[src/rtl/ser_pkg.sv]
package ser_pkg;
  parameter int WORD_W   = 20;
  parameter int HIST_LEN = 9;
  parameter int TAP_NEAR = 4;
endpackage

[src/rtl/ser_shifter.sv]
module ser_shifter #(
  parameter int WORD_W = ser_pkg::WORD_W
) (
  input  logic              clk,
  input  logic              rst,
  input  logic              load,
  input  logic              mute,
  input  logic [WORD_W-1:0] din,
  output logic              bit_o,
  output logic              adv_o,
  output logic              active_o
);
  localparam int CNT_W = (WORD_W > 1) ? $clog2(WORD_W) : 1;
  localparam logic [CNT_W-1:0] LAST_POS = CNT_W'(WORD_W - 1);

  logic [WORD_W-1:0] sh_q;
  logic [CNT_W-1:0]  pos_q;
  logic              active_q;
  logic              at_last;
  logic              take;

  assign at_last = active_q && (pos_q == LAST_POS);
  assign take    = load && !mute && (!active_q || at_last);

  always_ff @(posedge clk) begin
    if (rst) begin
      sh_q     <= '0;
      pos_q    <= '0;
      active_q <= 1'b0;
    end else if (take) begin
      sh_q     <= din;
      pos_q    <= '0;
      active_q <= 1'b1;
    end else if (active_q && !mute) begin
      if (at_last) begin
        active_q <= 1'b0;
        pos_q    <= '0;
      end else begin
        sh_q  <= sh_q >> 1;
        pos_q <= pos_q + 1'b1;
      end
    end
  end

  assign bit_o    = sh_q[0];
  assign adv_o    = active_q && !mute;
  assign active_o = active_q;
endmodule

[src/rtl/ser_scrambler.sv]
module ser_scrambler #(
  parameter int HIST_LEN = ser_pkg::HIST_LEN,
  parameter int TAP_NEAR = ser_pkg::TAP_NEAR
) (
  input  logic clk,
  input  logic rst,
  input  logic adv,
  input  logic bypass,
  input  logic clr,
  input  logic bit_i,
  output logic scr_o
);
  logic [HIST_LEN-1:0] hist_q;
  logic [HIST_LEN-1:0] tap_vec;
  logic                fb;

  // hist_q[d-1] is the scrambled bit from d bit-times ago
  for (genvar i = 0; i < HIST_LEN; i++) begin : g_tap
    if (i == TAP_NEAR - 1 || i == HIST_LEN - 1) begin : g_on
      assign tap_vec[i] = hist_q[i];
    end else begin : g_off
      assign tap_vec[i] = 1'b0;
    end
  end

  assign fb    = ^tap_vec;
  assign scr_o = bit_i ^ (clr ? 1'b0 : fb);

  always_ff @(posedge clk) begin
    if (rst || clr) begin
      hist_q <= '0;
    end else if (adv && !bypass) begin
      hist_q <= {hist_q[HIST_LEN-2:0], scr_o};
    end
  end
endmodule

[src/rtl/ser_nrzi.sv]
module ser_nrzi (
  input  logic clk,
  input  logic rst,
  input  logic adv,
  input  logic bypass,
  input  logic clr,
  input  logic raw_i,
  input  logic scr_i,
  output logic sout
);
  logic level_q;
  logic nxt;

  assign nxt = scr_i ^ (clr ? 1'b0 : level_q);

  always_ff @(posedge clk) begin
    if (rst) begin
      level_q <= 1'b0;
      sout    <= 1'b0;
    end else begin
      if (clr) begin
        level_q <= 1'b0;
      end else if (adv && !bypass) begin
        level_q <= nxt;
      end
      if (adv) begin
        sout <= bypass ? raw_i : nxt;
      end
    end
  end
endmodule

[src/rtl/ser_scramble_tx.sv]
module ser_scramble_tx #(
  parameter int WORD_W   = ser_pkg::WORD_W,
  parameter int HIST_LEN = ser_pkg::HIST_LEN,
  parameter int TAP_NEAR = ser_pkg::TAP_NEAR
) (
  input  logic              clk,
  input  logic              rst,
  input  logic              load,
  input  logic [WORD_W-1:0] din,
  input  logic              bypass,
  input  logic              scr_clear,
  input  logic              mute,
  output logic              sout
);
  logic cur_bit;
  logic adv;
  logic active;
  logic scr_bit;

  ser_shifter #(.WORD_W(WORD_W)) u_shift (
    .clk(clk), .rst(rst), .load(load), .mute(mute), .din(din),
    .bit_o(cur_bit), .adv_o(adv), .active_o(active)
  );

  ser_scrambler #(.HIST_LEN(HIST_LEN), .TAP_NEAR(TAP_NEAR)) u_scr (
    .clk(clk), .rst(rst), .adv(adv), .bypass(bypass), .clr(scr_clear),
    .bit_i(cur_bit), .scr_o(scr_bit)
  );

  ser_nrzi u_nrzi (
    .clk(clk), .rst(rst), .adv(adv), .bypass(bypass), .clr(scr_clear),
    .raw_i(cur_bit), .scr_i(scr_bit), .sout(sout)
  );
endmodule

[config.mk]
export PLATFORM = sky130hd
export DESIGN_NAME = ser_scramble_tx
export DESIGN_NICKNAME = d
export VERILOG_FILES = /design/src/rtl/ser_pkg.sv /design/src/rtl/ser_shifter.sv /design/src/rtl/ser_scrambler.sv /design/src/rtl/ser_nrzi.sv /design/src/rtl/ser_scramble_tx.sv
export SDC_FILE = /design/constraint.sdc
export NUM_CORES = 1
export LEC_CHECK = 0
export BUFFER_PORTS_ARGS = -buffer_cell sky130_fd_sc_hd__buf_2
export CAP_MARGIN = 15
export CORE_ASPECT_RATIO = 1.2
export CORE_UTILIZATION = 58
export CTS_BUF_LIST = sky130_fd_sc_hd__clkbuf_2
export DETAILED_ROUTE_END_ITERATION = 10
export PLACE_DENSITY_LB_ADDON = 0.08
export REMOVE_ABC_BUFFERS = 1
export SYNTH_ARGS = -nofsm -noshare
export SYNTH_HDL_FRONTEND = slang
export SYNTH_HIERARCHICAL = 1
export SYNTH_SLANG_ARGS = --single-unit
[constraint.sdc]
create_clock -name clk -period 2 [get_ports clk]
set_clock_uncertainty 0.1 [all_clocks]
set_input_delay 0.5 -clock clk [delete_from_list [all_inputs] [get_ports clk]]
set_output_delay 0.5 -clock clk [all_outputs]
set_load 0.05 [all_outputs]
# --- Word level (Yosys, flattened, before mapping) ---
# Index checks and enable logic that the tools add are counted.
# Widths: inputs -> output; s select.
word_totals:
  ff_bits: 37
  in_bits: 26
  out_inout_bits: 1
classes:
  n_eq_ne: 2
  reduce_logical: 17
  add_sub_neg: 1
  mux: 10
  bitwise_logic: 2
op_table:
  columns: ["cell", "count"]
  rows:
  - ["$mux 20", 3]
  - ["$reduce_xor 9->1", 1]
  - ["$mux 1", 6]
  - ["$add 5x1->5 const B", 1]
  - ["$eq 5x5->1 const B", 1]
  - ["$logic_and 1x1->1", 5]
  - ["$mux 5", 1]
  - ["$reduce_and 2->1", 2]
  - ["$reduce_bool 2->1", 2]
  - ["$reduce_or 2->1", 2]
  - ["$logic_not 1->1", 3]
  - ["$logic_or 1x1->1", 2]
  - ["$ne 2x2->1 const B", 1]
  - ["$xor 1x1->1", 2]

# --- Longest topological paths before layout ---
# Gate-level depths: netlist (run 1).
logic_depth:
  ltp_word: 6
  mapped_depth: 7

# --- Hierarchy ---
# The synthesis (run 1) kept the hierarchy.
modules_own_cells:
  columns: ["mod", "n_inst", "cells_per_inst", "area_each_um2", "seq_area_each_um2"]
  rows:
  - ["ser_shifter", 1, 124, 1238.7, 520.5]
  - ["ser_scrambler", 1, 46, 357.8, 180.2]
  - ["ser_nrzi", 1, 12, 113.9, 40.0]

# --- Worst setup path before layout (run 1) ---
# Ideal clock, no wire load.
synth_path:
  kind: "input to register"
  from: "input mute"
  to: "register u_scr.hist_q[0]"
  t_required_ps: 1826
  n_path_buf: 2
  t_arrival_ps: 1658
  slack_ps: 168
  path_stages: 7
  cell_sequence: "nand2b_2 -> inv_2 -> buf_2 -> nand2b_1 -> buf_4 -> or3_1 -> a31oi_1"
synth_between:
  elab_chain_len: 3
synth_rtl:
  columns: ["element", "line", "text"]
  rows:
  - ["from (decl)", "ser_scramble_tx.sv:12", "input logic mute,"]
  - ["$logic_not 1->1", "ser_shifter.sv:46", "assign adv_o = active_q && !mute;"]
  - ["$logic_and 1x1->1", "ser_shifter.sv:46", null]
  - ["net adv", "ser_scramble_tx.sv:16", "logic adv;"]
  - ["$logic_and 1x1->1", "ser_scrambler.sv:32", "end else if (adv && !bypass) begin"]
  - ["to (signal assigned)", "ser_scrambler.sv:33", "hist_q <= {hist_q[HIST_LEN-2:0], scr_o};"]
  - ["to (decl)", "ser_scrambler.sv:13", "logic [HIST_LEN-1:0] hist_q;"]
# The timed path passes the listed nets, and every way through them passes these cells.
# A chain may end at the register's enable or synchronous reset.

# --- Worst setup path after layout (run 1) ---
layout_path:
  from: "register u_shift.pos_q[0]"
  to: "register u_shift.sh_q[18]"
layout_between:
  elab_chain_len: 6
  word_cells_on_any_way: 8
  cone_classes: "2 x eq/ne; 1 x mux; 5 x reduce/logical"
layout_rtl:
  columns: ["element", "line", "text"]
  rows:
  - ["from (decl)", "ser_shifter.sv:17", "logic [CNT_W-1:0] pos_q;"]
  - ["from (signal assigned)", "ser_shifter.sv:40", "pos_q <= pos_q + 1'b1;"]
  - ["$eq 5x5->1 (*)", "ser_shifter.sv:22", "assign at_last = active_q && (pos_q == LAST_POS);"]
  - ["$logic_and 1x1->1 (*)", "ser_shifter.sv:22", null]
  - ["$logic_or 1x1->1", "ser_shifter.sv:23", "assign take = load && !mute && (!active_q || at_last);"]
  - ["$logic_and 1x1->1", "ser_shifter.sv:23", null]
  - ["$ne 2x2->1 (no line) / $reduce_bool 2->1 (equally long branches)", null, null]
  - ["$reduce_and 2->1 (no line)", null, null]
  - ["to (signal assigned)", "ser_shifter.sv:31", "sh_q <= din;"]
  - ["to (signal assigned)", "ser_shifter.sv:39", "sh_q <= sh_q >> 1;"]
  - ["to (decl)", "ser_shifter.sv:16", "logic [WORD_W-1:0] sh_q;"]
# Mark *: on every way between the ends. The rest lies on a longest branch, timed or not.

==> flow_summary.ini, run 1 <==
[timing]
rsz0062_at_grt = false
max_freq_mhz = 570
final_hold_viol_count = 0
setup-violations-final = 0
fin_crit_ns = 1.75
layout_setup_ws_ns = 0.246
finalCritPeriodShare_pct = 87.7
slew_violations = 0
maxSlewHeadroom_pct = 58.7
tightest_slew_ns = 0.619
fin_setup_tns_ns = 0

[clocking]
cts_buffers = 5
cts_tree = yes
cts_resized = 0
root_buffer = clkbuf_2
post-cts-setup-buffers = 0
hold_buffers = 0
clkLatencyLatePin_ns = 0.39
path_clk_slew_ns = 0.17
cts_sinks = 37
clockBufferDepth = 2
ctsHtreeMaxLevel = 2

[floorplan]
die-area_um2 = 3170
io_pins = 27
num_rows = 21
fp.dieH_um = 61.5
start_util_pct = 61.4
coreArea_um2 = 2790
die_w_um = 51.6

[detailed_routing]
postRouteAntennaNets = 0
dr.pass1.iters = 4
vias = 1450
drt_iter0_markers = 65
wire_per_inst_um = 14.5
viasPerCell = 5.97
wirelength_um = 3530
route.detailed.drc = 0

[worst_setup_path]
crit_required_ns = 2.19
worstPathMaxFanout = 19
crit_buf_inv = 0
critPathLaunchType = flop
cp_cell_sequence = ha_1 > nand4bb_4 > a21o_1 > o221a_1
critPathSlowestCell = a21o_1
critPathTopFamily = compound AO/OA/AOI/OAI gates
slowest_delay_ns = 0.42
path_class = flop to flop
crit_path_end_kind = flop
crit_arrival_ns = 1.95

[logic_synthesis]
synth_compound_area_share_pct = 28.2
ys_warn_count = 6
synth-seq-cells = 37
synth_cell_types = 39
muxShareOfSynthArea_pct = 1.17
synth_xor_area_share_pct = 2.05
async_reset_ff_share_pct = 0
ys.flop_type = dfxtp_1
syn_inst = 182
synth-simple-area-share_pct = 15.5
netlist_area_um2 = 1710
seq_area_frac_synth_pct = 43.3
synth_edf_count = 0
synth_top_family_by_area = compound AO/OA/AOI/OAI gates
synthAdderAreaFrac_pct = 0.732
synth_area_per_cell_um2 = 9.40

[global_route]
grt_pass1_wl_um = 5770
antenna_found_initial = 0
first_global_vias = 1384
grt_max_degree = 24
grt_usage_pct = 24.9
grt.overflow.total = 0

[power]
vdd_ir_drop_max_uv = 450
p_leak_nw = 0.704
power.density_nw_per_um2 = 687

[final_layout]
diodes = 0
fill_cells = 234
final_nets = 235
final_common_cell = dfxtp_1
final_cell_mix = dfxtp_1, buf_2, nand2_1, a31oi_1
multi_input_area_um2 = 815
syn2layout_area_growth_pct = 10.1
final_cells = 243
drive_gt1_share_pct = 22.5
regArea_um2 = 741

[placement]
place_ws_ns = 0.182
io_buffers = 26
gp_congestion = 0.699
dp_hpwl_um = 2470
dp_cells = 235

[status]
status = complete, no violations

[flow_run]
drv_cap = 0

[min_path]
hp-class = input pin to flop
==> area by class of cell <==
cell class,count,area share [%]
inverters,20,3.99
well taps,34,2.26
flip-flops and latches,37,39.3
clock inverters,3,0.930
repair buffers,31,8.90
clock buffers,5,1.33
multi-input cells,113,43.3
==> cell usage after synthesis (2+ instances only) <==
cell type / number / area share [%]
dfxtp_1: 37 / 43
a31oi_1: 20 / 7.3
nand2_1: 20 / 4.4
inv_1: 19 / 4.2
o221a_1: 19 / 13
a21oi_1: 13 / 3.8
buf_2: 4 / 1.2
or3_1: 4 / 1.5
clkbuf_1: 3 / 0.66
nand3b_1: 3 / 1.3
nor2_1: 3 / 0.66
xor2_1: 3 / 1.5
and2b_1: 2 / 0.88
buf_6: 2 / 1.3
mux2i_1: 2 / 1.2
nand2b_1: 2 / 0.73
nand2b_2: 2 / 1.0
nor3_1: 2 / 0.59
o21ai_0: 2 / 0.59
==> cell families (layout without fill, tap and decap cells) <==
kind of cell / count (synthesis) / count (layout)
XOR/XNOR: 4 / 4
buffers and inverters: 32 / 59
adder cells (fa/ha/maj): 1 / 1
AND/OR/NAND/NOR: 45 / 45
AO/OA/AOI/OAI: 61 / 61
multiplexers: 2 / 2
flip-flops: 37 / 37
==> worst register-to-register path, delay by kind of cell, from the launching register on <==
family                   cells  cell delay, ns
AO/OA/AOI/OAI                2            0.75
adder cells (fa/ha/maj)      1            0.27
flip-flops                   1            0.41
AND/OR/NAND/NOR              1            0.14
==> per-layer routing <==
| metal | vias up | global-route usage, % | share of wire [%] |
|---|---|---|---|
| li1 | 719 | - | - |
| met1 | 684 | 28.1 | 44 |
| met2 | 39 | 43.4 | 50 |
| met3 | 8 | 5.43 | 4.2 |
| met4 | 0 | 14.3 | 1.9 |
| met5 | - | 0 | 0 |
==> where the power goes <==
group	internal, W	switching, W
logic	0.0000804	0.0000850
registers	0.000776	0.0000245
clock network	0.0000815	0.000246
total	0.000938	0.000355
==> registers in the layout, indices dropped and copies added, names as in the netlist <==
register,cells
u_shift/sh_q,20
u_scr/hist_q,9
u_shift/pos_q,5
u_nrzi/level_q,1
u_nrzi/sout,1
u_shift/active_o,1
==> per-stage QoR <==
stage	total power, W	hold slack [ns]	cell area (um^2)	utilization, %
after detailed placement	0.000980	0.348	1840	66.1
after global placement	0.000967	0.341	1840	66.1
after CTS	0.00131	0.187	1880	67.6
after global routing	0.00136	0.185	1880	67.6
final	0.00129	0.214	1880	67.6
after floorplan	0.000911	0.332	1630	-
==> worst paths after layout <==
path	startpoint	to	slack, ns	cells past startpoint
worst max-delay path	u_shift/pos_q[0]	u_shift/sh_q[18]	0.25	4
worst min-delay path	scr_clear	u_nrzi/level_q	0.21	2
worst max register to register	u_shift/pos_q[0]	u_shift/sh_q[18]	0.25	4
worst min register to register	u_scr/hist_q[2]	u_scr/hist_q[3]	0.37	2
(Power assumes the default switching activity.)
==> run 2: changes to the inputs <==
Settings changed: CORE_MARGIN from default to 5.
==> flow_summary.ini, run 2 (synthesized netlist as in run 1, its figures left out) <==
[status]
status = complete, no violations

[timing]
fin_setup_tns_ns = 0
fin_crit_ns = 1.81
finalCritPeriodShare_pct = 90.6
maxSlewHeadroom_pct = 58.2
whs_ns = 0.217
tightest_slew_ns = 0.627
final_hold_viol_count = 0
setup-violations-final = 0
slew_violations = 0
rsz0062_at_grt = false
max_freq_mhz = 552

[clocking]
cts_tree = yes
root_buffer = clkbuf_2
path_clk_slew_ns = 0.17
cts_sinks = 37
cts_buffers = 5
ctsHtreeMaxLevel = 2
clockBufferDepth = 2
clkLatencyLatePin_ns = 0.39
hold_buffers = 0
cts_resized = 0
post-cts-setup-buffers = 0

[worst_setup_path]
crit_path_end_kind = flop
crit_arrival_ns = 2.05
rr_endpoint = u_shift/sh_q[2]
r2r_cells = 4
critPathLaunchType = flop
crit_required_ns = 2.24
r2r-start = u_shift/pos_q[0]
timing.reg2reg.setup_slack_ns = 0.19
worstPathMaxFanout = 19
path_class = flop to flop

[power]
p_total_w = 0.00129
vdd_ir_drop_max_uv = 523
p_leak_nw = 0.708
power.density_nw_per_um2 = 688

[placement]
gp_congestion = 0.774
io_buffers = 26
dp_hpwl_um = 2450

[global_route]
antenna_found_initial = 0
grt_max_degree = 23
first_global_vias = 1426
grt.overflow.total = 0
grt_usage_pct = 18.2
grt_pass1_wl_um = 5890

[detailed_routing]
drt_iter0_markers = 57
postRouteAntennaNets = 0
viasPerCell = 5.91
vias = 1437
wirelength_um = 3490
wire_per_inst_um = 14.4
dr.pass1.iters = 4
route.detailed.drc = 0

[min_path]
holdPathEnd = u_nrzi/level_q
min_delay_path_depth = 2
hp-class = input pin to flop
worstHoldStart = scr_clear

[floorplan]
fp.dieH_um = 69.5
die_w_um = 59.6
die-area_um2 = 4140
coreArea_um2 = 2810
start_util_pct = 60.8
num_rows = 21
io_pins = 27

[final_layout]
diodes = 0
drive_gt1_share_pct = 22.5
reg.largest.list = u_shift/sh_q (20), u_scr/hist_q (9), u_shift/pos_q (5)
final_common_cell = dfxtp_1
final_cell_mix = dfxtp_1, buf_2, nand2_1, a31oi_1
regMostFlops = u_shift/sh_q
largest_reg_flops = 20
final_nets = 235
final_core_util_pct = 66.9
syn2layout_area_growth_pct = 9.95

[flow_run]
drv_cap = 0
[run 2: worst max path at each step]
stage                startpoint                to  slack [ns]  cells past startpoint
5_1_grt        u_shift/pos_q[0]  u_shift/sh_q[16]        0.14                      4
4_1_cts        u_shift/pos_q[0]  u_shift/sh_q[18]        0.20                      4
3_3_place_gp               mute   u_scr/hist_q[0]        0.25                      6
3_5_place_dp               mute  u_shift/sh_q[18]        0.18                      4
6_report       u_shift/pos_q[0]   u_shift/sh_q[2]        0.19                      4
2_1_floorplan              mute   u_scr/hist_q[0]        0.16                      5
[run 2: per-layer routing]
metal / vias to the layer above / routed length, um / track usage, %
met1: 685 / 1550 / 20.4
met3: 7 / 192 / 5.96
met4: 0 / 75 / 8.62
li1: 714 / - / -
met2: 31 / 1680 / 30.0
met5: - / 0 / 0
[run 2: area by class of cell]
| type | instances | area, um^2 |
|---|---|---|
| Fill cell | 231 | 931 |
| Clock inverter | 2 | 10.0 |
| Timing Repair Buffer | 31 | 168 |
| Multi-Input combinational cell | 113 | 815 |
| Tap cell | 34 | 42.5 |
| Clock buffer | 6 | 30.0 |
| Inverter | 20 | 75.1 |
| Sequential cell | 37 | 741 |
[run 2: metrics by stage]
step                instance area (um^2)  setup slack (ns)  instances
global route                        1880             0.136        243
finish                              1880             0.189        243
CTS                                 1880             0.199        243
detailed placement                  1840             0.183        235
global placement                    1840             0.254        235
floorplan                           1630             0.156        170
[run 2: critical path, stage by stage (launching register included)]
cell and delay (ns):
dfxtp_1 0.38, ha_1 0.28, and4bb_2 0.30, o21ai_4 0.43
o221a_1 0.27
[run 2: where the power goes]
part,switching (W),internal (W),total (W)
registers,0.0000241,0.000776,0.000800
clock network,0.000245,0.0000878,0.000333
logic,0.0000818,0.0000795,0.000161
total,0.000351,0.000943,0.00129
==> run 3: changes to the inputs <==
Settings changed: ABC_CLOCK_PERIOD_IN_PS from default to 2000, CORE_ASPECT_RATIO 1.2 to default.
==> flow_summary.ini, run 3 (synthesized netlist as in run 1, its figures left out) <==
[status]
status = complete, no violations

[worst_setup_path]
crit_path_end_kind = flop
path_class = flop to flop
worstPathMaxFanout = 19
crit_required_ns = 2.22
slowest_delay_ns = 0.42
crit_arrival_ns = 2.00
cp_cell_sequence = ha_1 > and4bb_2 > o21ai_4 > o221a_1
r2r_cells = 4
rr_endpoint = u_shift/sh_q[5]
r2r-start = u_shift/pos_q[0]
critPathSlowestCell = o21ai_4
timing.reg2reg.setup_slack_ns = 0.23
critPathLaunchType = flop

[final_layout]
drive_gt1_share_pct = 21.3
diodes = 0
syn2layout_area_growth_pct = 8.92
final_nets = 234
final_core_util_pct = 67.0
reg.largest.list = u_shift/sh_q (20), u_scr/hist_q (9), u_shift/pos_q (5)
regMostFlops = u_shift/sh_q
largest_reg_flops = 20
final_cell_mix = dfxtp_1, buf_2, nand2_1, a31oi_1
final_common_cell = dfxtp_1

[timing]
layout_setup_ws_ns = 0.226
tightest_slew_ns = 0.594
rsz0062_at_grt = false
final_hold_viol_count = 0
finalCritPeriodShare_pct = 88.7
maxSlewHeadroom_pct = 60.4
slew_violations = 0
fin_crit_ns = 1.77
max_freq_mhz = 564
setup-violations-final = 0
fin_setup_tns_ns = 0

[floorplan]
die_w_um = 64.3
io_pins = 27
die-area_um2 = 4140
coreArea_um2 = 2780
num_rows = 19
fp.dieH_um = 64.3
start_util_pct = 61.5

[global_route]
grt.overflow.total = 0
grt_max_degree = 23
first_global_vias = 1421
antenna_found_initial = 0
grt_pass1_wl_um = 5760
grt_usage_pct = 17.0

[power]
power.density_nw_per_um2 = 677
vdd_ir_drop_max_uv = 557
p_leak_nw = 0.696
p_total_w = 0.00126

[clocking]
cts_tree = yes
cts_resized = 0
clkLatencyLatePin_ns = 0.37
hold_buffers = 0
post-cts-setup-buffers = 0
root_buffer = clkbuf_2
clockBufferDepth = 2
cts_buffers = 5
cts_sinks = 37
ctsHtreeMaxLevel = 2
path_clk_slew_ns = 0.16

[detailed_routing]
wire_per_inst_um = 13.5
route.detailed.drc = 0
drt_iter0_markers = 120
wirelength_um = 3220
dr.pass1.iters = 4
vias = 1405
postRouteAntennaNets = 0
viasPerCell = 5.90

[placement]
dp_hpwl_um = 2300
gp_congestion = 0.792
io_buffers = 26
place_ws_ns = 0.169

[flow_run]
drv_cap = 0

[min_path]
hp-class = input pin to flop
min_delay_path_depth = 2
worstHoldStart = scr_clear
holdPathEnd = u_nrzi/level_q
[run 3: cell types whose count changed in the layout (fill, tap and decap cells not counted)]
cell / previous run / this run
buf_4: 5 / 4
clkinv_1: 0 / 1
clkinv_2: 2 / 0
[run 3: routing by layer]
metal	vias up	part of all wire, %	global-route usage [%]
met1	646	43	19.8
met4	0	1.7	7.89
li1	712	-	-
met5	-	0	0
met3	7	6.9	4.55
met2	40	48	28.6
[run 3: worst max path at each step]
stage	startpoint	end	slack, ns
6_report	u_shift/pos_q[0]	u_shift/sh_q[5]	0.23
5_1_grt	u_shift/pos_q[0]	u_shift/sh_q[15]	0.10
4_1_cts	u_shift/pos_q[0]	u_shift/sh_q[5]	0.22
3_5_place_dp	mute	u_scr/hist_q[0]	0.17
3_3_place_gp	mute	u_shift/sh_q[15]	0.23
2_1_floorplan	mute	u_scr/hist_q[0]	0.16
[run 3: final cells by class]
| type | instances | area, um^2 |
|---|---|---|
| fillers | 235 | 918 |
| multi-input cells | 113 | 815 |
| flip-flops and latches | 37 | 741 |
| repair buffers | 30 | 160 |
| inverters | 20 | 75.1 |
| well taps | 31 | 38.8 |
| clock buffers | 6 | 30.0 |
| clock inverters | 1 | 3.75 |
[run 3: per-stage QoR]
step                      instance area, um^2  hold slack, ns  std cells
after detailed placement                 1830           0.349        231
after global placement                   1830           0.344        231
after global routing                     1860           0.196        238
after CTS                                1860           0.187        238
after floorplan                          1630           0.332        170
final                                    1860           0.221        238
[run 3: critical path, delay by kind of cell, from the launching register on]
| family | cells | cell delay (ns) |
|---|---|---|
| flops | 1 | 0.37 |
| simple gates | 1 | 0.30 |
| compound gates | 2 | 0.68 |
| fa+ha+maj | 1 | 0.27 |
[run 3: where the power goes]
part,total (W),switching (W),internal (W),leakage (nW)
clock network,0.000305,0.000223,0.0000816,0.0265
logic,0.000158,0.0000801,0.0000784,0.367
registers,0.000799,0.0000230,0.000776,0.303
